[src/rtl/rva_pkg.sv]
`timescale 1ns/1ps
package rva_pkg;
  localparam int unsigned WORD_W  = 32;
  localparam int unsigned SHAMT_W = $clog2(WORD_W);
  localparam int unsigned OP_W    = 4;

  typedef enum logic [OP_W-1:0] {
    OP_ADD  = 4'd0,
    OP_SUB  = 4'd1,
    OP_AND  = 4'd2,
    OP_OR   = 4'd3,
    OP_NOR  = 4'd4,
    OP_SLL  = 4'd5,
    OP_SRL  = 4'd6,
    OP_SLT  = 4'd7,
    OP_SLTU = 4'd8
  } alu_op_e;

  typedef enum logic [1:0] {
    LG_AND = 2'd0,
    LG_OR  = 2'd1,
    LG_NOR = 2'd2
  } logic_sel_e;
endpackage

[src/rtl/rva_addsub.sv]
`timescale 1ns/1ps
module rva_addsub #(
  parameter int unsigned W = 32
) (
  input  logic [W-1:0] a_i,
  input  logic [W-1:0] b_i,
  input  logic         sub_i,
  output logic [W-1:0] sum_o,
  output logic         carry_o
);
  logic [W-1:0] b_eff;
  logic [W:0]   total;

  assign b_eff = b_i ^ {W{sub_i}};
  assign total = {1'b0, a_i} + {1'b0, b_eff} + {{W{1'b0}}, sub_i};
  assign sum_o   = total[W-1:0];
  assign carry_o = total[W];
endmodule

[src/rtl/rva_compare.sv]
`timescale 1ns/1ps
module rva_compare #(
  parameter int unsigned W = 32
) (
  input  logic         a_msb_i,
  input  logic         b_msb_i,
  input  logic [W-1:0] diff_i,
  input  logic         carry_i,
  output logic         lt_s_o,
  output logic         lt_u_o
);
  logic signs_differ;

  // a - b borrows exactly when a < b unsigned: no carry out of a + ~b + 1
  assign lt_u_o       = ~carry_i;
  assign signs_differ = a_msb_i ^ b_msb_i;
  // opposite signs: the negative one is smaller; same signs: difference sign decides
  assign lt_s_o       = signs_differ ? a_msb_i : diff_i[W-1];
endmodule

[src/rtl/rva_logic.sv]
`timescale 1ns/1ps
module rva_logic
  import rva_pkg::*;
#(
  parameter int unsigned W = 32
) (
  input  logic [W-1:0] a_i,
  input  logic [W-1:0] b_i,
  input  logic_sel_e   sel_i,
  output logic [W-1:0] y_o
);
  for (genvar i = 0; i < W; i++) begin : g_bit
    logic ored;
    assign ored = a_i[i] | b_i[i];
    always_comb begin
      unique case (sel_i)
        LG_AND:  y_o[i] = a_i[i] & b_i[i];
        LG_OR:   y_o[i] = ored;
        LG_NOR:  y_o[i] = ~ored;
        default: y_o[i] = 1'b0;
      endcase
    end
  end
endmodule

[src/rtl/rva_shift.sv]
`timescale 1ns/1ps
module rva_shift #(
  parameter int unsigned W  = 32,
  parameter int unsigned SW = $clog2(W)
) (
  input  logic [W-1:0]  data_i,
  input  logic [SW-1:0] amt_i,
  input  logic          right_i,
  output logic [W-1:0]  y_o
);
  logic [W-1:0]       data_rev;
  logic [W-1:0]       out_rev;
  logic [SW:0][W-1:0] stg;

  for (genvar i = 0; i < W; i++) begin : g_rev
    assign data_rev[i] = data_i[W-1-i];
    assign out_rev[i]  = stg[SW][W-1-i];
  end

  // right shifts reuse the left-shift ladder on bit-reversed data
  assign stg[0] = right_i ? data_rev : data_i;

  for (genvar s = 0; s < SW; s++) begin : g_stage
    localparam int unsigned DIST = 1 << s;
    assign stg[s+1] = amt_i[s] ? (stg[s] << DIST) : stg[s];
  end

  assign y_o = right_i ? out_rev : stg[SW];
endmodule

[src/rtl/rva_alu.sv]
`timescale 1ns/1ps
module rva_alu
  import rva_pkg::*;
(
  input  logic [OP_W-1:0]    op_i,
  input  logic [WORD_W-1:0]  a_i,
  input  logic [WORD_W-1:0]  b_i,
  input  logic [SHAMT_W-1:0] shamt_i,
  output logic [WORD_W-1:0]  result_o,
  output logic               zero_o
);
  alu_op_e              op;
  logic                 do_sub;
  logic [WORD_W-1:0]    sum;
  logic                 carry;
  logic                 lt_s;
  logic                 lt_u;
  logic_sel_e           lsel;
  logic [WORD_W-1:0]    lres;
  logic [WORD_W-1:0]    sres;
  logic [WORD_W-1:0]    res;

  assign op     = alu_op_e'(op_i);
  assign do_sub = (op == OP_SUB) || (op == OP_SLT) || (op == OP_SLTU);

  always_comb begin
    unique case (op)
      OP_OR:   lsel = LG_OR;
      OP_NOR:  lsel = LG_NOR;
      default: lsel = LG_AND;
    endcase
  end

  rva_addsub #(.W(WORD_W)) u_addsub (
    .a_i    (a_i),
    .b_i    (b_i),
    .sub_i  (do_sub),
    .sum_o  (sum),
    .carry_o(carry)
  );

  rva_compare #(.W(WORD_W)) u_compare (
    .a_msb_i(a_i[WORD_W-1]),
    .b_msb_i(b_i[WORD_W-1]),
    .diff_i (sum),
    .carry_i(carry),
    .lt_s_o (lt_s),
    .lt_u_o (lt_u)
  );

  rva_logic #(.W(WORD_W)) u_logic (
    .a_i  (a_i),
    .b_i  (b_i),
    .sel_i(lsel),
    .y_o  (lres)
  );

  rva_shift #(.W(WORD_W), .SW(SHAMT_W)) u_shift (
    .data_i (b_i),
    .amt_i  (shamt_i),
    .right_i(op == OP_SRL),
    .y_o    (sres)
  );

  always_comb begin
    case (op)
      OP_ADD, OP_SUB:        res = sum;
      OP_AND, OP_OR, OP_NOR: res = lres;
      OP_SLL, OP_SRL:        res = sres;
      OP_SLT:                res = {{(WORD_W-1){1'b0}}, lt_s};
      OP_SLTU:               res = {{(WORD_W-1){1'b0}}, lt_u};
      default:               res = '0;
    endcase
  end

  assign result_o = res;
  assign zero_o   = ~|res;
endmodule

[config.mk]
export PLATFORM = sky130hd
export DESIGN_NAME = rva_alu
export DESIGN_NICKNAME = d
export VERILOG_FILES = /design/src/rtl/rva_pkg.sv /design/src/rtl/rva_addsub.sv /design/src/rtl/rva_compare.sv /design/src/rtl/rva_logic.sv /design/src/rtl/rva_shift.sv /design/src/rtl/rva_alu.sv
export SDC_FILE = /design/constraint.sdc
export NUM_CORES = 1
export LEC_CHECK = 0
export BUFFER_PORTS_ARGS = -buffer_cell sky130_fd_sc_hd__buf_2
export CORE_MARGIN = 2
export CORE_UTILIZATION = 40
export DETAILED_ROUTE_END_ITERATION = 10
export PLACE_DENSITY = 0.68
export SYNTH_ARGS = -nofsm -noshare
export SYNTH_HDL_FRONTEND = slang
export SYNTH_SLANG_ARGS = --single-unit
[constraint.sdc]
create_clock -name vclk -period 8.2
set_clock_uncertainty 0.05 [all_clocks]
set_input_delay 0.41 -clock vclk [all_inputs]
set_output_delay 0.41 -clock vclk [all_outputs]
set_load 0.01 [all_outputs]
# After elaboration in Yosys (flattened, before gate mapping)
# Cells that the tools add are included.
word_totals:
  elab_cells: 162
  output_inout_bits: 33
  reg_bits: 0
classes:
  muxes: 42
  add_sub_neg: 2
  n_bitwise: 99
  reduce_logical: 9
  n_eq_ne: 10
ops:
  columns: ["cell", "count"]
  rows:
  - ["$mux 32", 7]
  - ["$pmux 32 s5", 1]
  - ["$pmux 1 s3", 32]
  - ["$add 32x32->33", 1]
  - ["$add 33x1->33", 1]
  - ["$not 1->1", 33]
  - ["$and 1x1->1", 32]
  - ["$or 1x1->1", 32]
  - ["$reduce_or 32->1", 1]
  - ["$xor 32x32->32", 1]
  - ["$eq 4x3->1 const B", 4]
  - ["$eq 4x2->1 const B", 2]
  - ["$eq 4x1->1 const B", 1]
  - ["$eq 4x4->1 const B", 1]
  - ["$logic_not 4->1", 1]
  - ["$pmux 2 s2", 1]
  - ["$reduce_or 2->1", 2]
  - ["$reduce_or 3->1", 1]
  - ["$eq 2x1->1 const B", 1]
  - ["$eq 2x2->1 const B", 1]
  - ["$logic_not 2->1", 1]
  - ["$logic_or 1x1->1", 2]
  - ["$logic_not 1->1", 1]
  - ["$mux 1", 1]
  - ["$xor 1x1->1", 1]

# Logic depth before layout (Yosys ltp)
depth:
  ltp_word: 11
  mapped_depth: 19
  depth_no_buf: 16

# Cells and area by module
# A second synthesis with hierarchy kept.
unflattened:
  cells_unflattened: 959
  area_unflattened_um2: 7393.3
by_module_without_submodules:
  columns: ["module", "instances", "area_each_um2", "cells_each"]
  rows:
  - ["rva_shift", 1, 3029.2, 372]
  - ["rva_addsub", 1, 2100.8, 300]
  - ["rva_alu", 1, 1282.5, 174]
  - ["rva_logic", 1, 962.2, 110]
  - ["rva_compare", 1, 18.8, 3]

# Worst setup path after synthesis
# Ideal clock, no wire load.
synth_path:
  path_type: "input to output"
  from: "in op_i[1]"
  to: "out zero_o"
  arrival_ps: 4776
  setup_slack_ps: 2964
  cell_stages: 18
  required_ps: 7740
  cell_sequence: "clkbuf_1 or2_2 o21a_1 clkbuf_1 clkbuf_1 xnor2_1 ha_1 a21o_1 a221o_1 a21oi_1 o31ai_1 a41o_1 a211oi_1 o21ai_0 or4_1 nor3_1 nand4_1 nor4bb_1"
synth_between:
  elab_chain_cells: 11
synth_rtl:
  columns: ["item", "line_no", "text"]
  rows:
  - ["start: declaration", "rva_alu.sv:5", "input logic [OP_W-1:0] op_i,"]
  - ["parallel branches: the longest is 8 deep, another holds $add 32x32->33", null, null]
  - ["$pmux 32 s5 (*)", "rva_alu.sv:66", "case (op)"]
  - ["net result_o[17]", "rva_alu.sv:9", "output logic [WORD_W-1:0] result_o,"]
  - ["$reduce_or 32->1 (*)", "rva_alu.sv:77", "assign zero_o = ~|res;"]
  - ["$logic_not 1->1 (*)", "rva_alu.sv:77", null]
  - ["end: declaration", "rva_alu.sv:10", "output logic zero_o"]
# Mark *: on every way through the listed nets, which the timed path passes.

# Final worst setup path
layout_path:
  from: "in op_i[3]"
  to: "out zero_o"
layout_between:
  elab_chain_cells: 11
layout_rtl:
  columns: ["item", "line_no"]
  rows:
  - ["parallel branches: the longest is 8 deep, another holds $add 32x32->33", null]
  - ["$pmux 32 s5 (*)", "rva_alu.sv:66"]
  - ["$reduce_or 32->1 (*)", "rva_alu.sv:77"]
  - ["$logic_not 1->1 (*)", "rva_alu.sv:77"]
# Every way passes the cells marked *.

==> results.yml <==
status:
  status: "completed"
power:
  p_per_area_nw_per_um2: 91.7
  pwr-share-seq_pct: 0
  vdd_drop_max_mv: 0.0405
  combinationalPowerShare_pct: 100.0
  p_leak_nw: 3.00
  power.internal_uw: 235
  switching_share_pct: 63.2
  power.share.clock_pct: 0
  power.total_uw: 638
  power.switching_uw: 403
grt:
  grt_max_degree: 38
  grt_pass1_wl_um: 46600
  grt_usage_pct: 36.2
  antenna_found_initial: 3
  gr-total-overflow: 0
  grt_pass1_vias: 7359
hold_path:
  hold_path.class: "in2out"
  hold_depth: 6
cells_and_area:
  diodes: 0
  design.seq.count: 0
  fin_nets: 1073
  nClkBuffers: 0
  final_util_pct: 44.3
  syn_to_final_growth_pct: 9.10
  seq_area_um2: 0
  fillCellCount: 1671
  drive_above_1_share_pct: 17.6
  multiInputGateArea_um2: 6010
  design_area_um2: 6960
clock_network:
  postCtsSetupBuffers: 0
  cts_resized: 0
  hold_buffers: 0
logic_synthesis:
  syn_inst: 918
  syn_area_um2: 6380
  synth_top_family_by_area: "compound AO/OA/AOI/OAI gates"
  syn_area_per_cell_um2: 6.95
  synth_most_common_cell: "nand2_1"
  synthAdderAreaFrac_pct: 7.65
  synth-simple-area-share_pct: 25.8
  synth_top_cell_area_share_pct: 7.53
  synth_xor_area_share_pct: 7.14
  yosysSeqAreaShare_pct: 0
  synth_compound_area_share_pct: 35.0
  synth_warnings: 0
  synth_top_area_cell: "mux2i_1"
  muxShareOfSynthArea_pct: 18.2
  syn_nets: 1027
  netlist_top_cells_count: "120 x nand2_1, 88 x nor2_1, 58 x a21oi_1"
  synth_top_cells_by_area: "mux2i_1 7.5%, mux4_2 7.1%, nand2_1 7.1%"
  synthDistinctLibCells: 81
setup_path:
  crit_family: "simple AND/OR/NAND/NOR gates"
  cp_num_cells: 19
  cp_max_fo: 31
  required_ns: 7.74
  crit_type: "in2out"
  end_kind: "primary output"
  critPathLaunchType: "input port"
  critPathArrivalTime_ns: 5.36
  path_cells: "buf_2 > nand4b_1 > o21a_2 > buf_4 > xnor2_1 > inv_1 > fa_1 > nand2b_1 > a21oi_1 > o31a_1 > o21a_1 > nor3_1 > a2111o_1 > or4b_1 > or4_1 > nor3_1 > nand4_1 > nor4bb_1 > buf_2"
  crit_slowest_cell: "or4b_1"
  path_buf_inv: 4
  slowest_delay_ns: 0.51
floorplan:
  initial_core_util_pct: 40.6
  die_h_um: 130
  dieArea_um2: 17000
  ios: 106
  core-area_um2: 15700
  die_w_um: 130
  placement_rows: 46
timing:
  tightestPinTransition_ns: 0.999
  fin_crit_sh_pct: 71.0
  drv_slew: 0
  period_needed_ns: 5.82
  rsz0062_at_grt: "false"
  finalSetupTns_ns: 0
  hold_viol_final: 0
  setup_viol: 0
  slew_headroom_pct: 33.1
  layout_setup_ws_ns: 2.38
  max_freq_mhz: 172
routing:
  via_count: 8329
  vias_per_cell: 7.07
  wl_per_cell_um: 26.4
  drcViolationCount: 0
  finalWirelength_um: 31100
  drtIter0Drc: 1147
  dr.pass1.iters: 8
  ant_nets: 0
placement:
  post-dp-hpwl_um: 24300
  gp_congestion: 1.11
  dp_worst_setup_slack_ns: 2.45
  dpl_cell_area_um2: 6960
  port_buffers: 106
run:
  cap_violations: 0
==> tightest hold or removal path, cell delays in order <==
cell and delay (ns):
buf_2 0.13, a221oi_1 0.09, nor2_1 0.12, a21oi_1 0.06, o221ai_1 0.11, buf_2 0.15
==> power by group through the flow <==
stage | clock network (mW) | registers (mW) | logic [mW]
2_1_floorplan | 0 | 0 | 0.415
3_3_place_gp | 0 | 0 | 0.614
3_5_place_dp | 0 | 0 | 0.611
4_1_cts | 0 | 0 | 0.614
5_1_grt | 0 | 0 | 0.680
6_report | 0 | 0 | 0.638
==> layout by cell type, fill, tap and decap left out, types with 5 or more instances in the layout <==
| cell | instances |
|---|---|
| nand2b_1 | 9 |
| inv_1 | 12 |
| o221ai_1 | 6 |
| mux2_2 | 9 |
| nor3_1 | 44 |
| and3_1 | 6 |
| mux2i_1 | 48 |
| a211o_1 | 11 |
| nand4_1 | 10 |
| o22ai_1 | 15 |
| buf_2 | 106 |
| nand2_1 | 120 |
| a21o_1 | 23 |
| a221oi_1 | 29 |
| xnor2_1 | 43 |
| a21oi_1 | 58 |
| mux4_2 | 20 |
| mux4_1 | 5 |
| ha_1 | 35 |
| a22oi_1 | 14 |
| buf_4 | 12 |
| xor2_1 | 9 |
| a31oi_1 | 10 |
| nor2_1 | 88 |
| a221o_1 | 10 |
| nor2b_1 | 5 |
| o21bai_1 | 6 |
| a211oi_1 | 10 |
| a32oi_1 | 7 |
| or2_2 | 6 |
| o211ai_1 | 14 |
| nand3_1 | 18 |
| o21ai_0 | 39 |
==> per-layer routing <==
layer  global-route usage, %  share of wire (%)  vias up  wire length [µm]
met1                    49.9                 40     3884             12500
met5                       0              0.048        -                15
met3                    6.81                 11      142              3540
li1                        -                  -     3684                 -
met4                    19.8                7.4        2              2300
met2                    52.9                 41      617             12700
==> kinds of logic after synthesis <==
logic type               Yosys count
buffers and inverters             90
AO/OA/AOI/OAI                    309
AND/OR/NAND/NOR                  346
XOR/XNOR                          52
multiplexers                      82
adder cells (fa/ha/maj)           39
==> layout make-up <==
| type | instances | share of cell area [%] |
|---|---|---|
| Inverter | 16 | 0.899 |
| Multi-Input combinational cell | 828 | 86.3 |
| Tap cell | 216 | 3.88 |
| Timing Repair Buffer | 118 | 8.92 |
==> path summary, 6_finish.rpt <==
check  startpoint      endpoint  slack (ns)
max       op_i[3]        zero_o        2.38
min       a_i[26]  result_o[26]        1.42
==> stage by stage <==
stage                     hold WS [ns]  cells
final                             1.42   1178
after global routing              1.45   1178
after CTS                         1.42   1178
after detailed placement          1.41   1178
after global placement            1.40   1178
after floorplan                   1.06    918
Note: power is estimated with default switching activity, not from simulation.
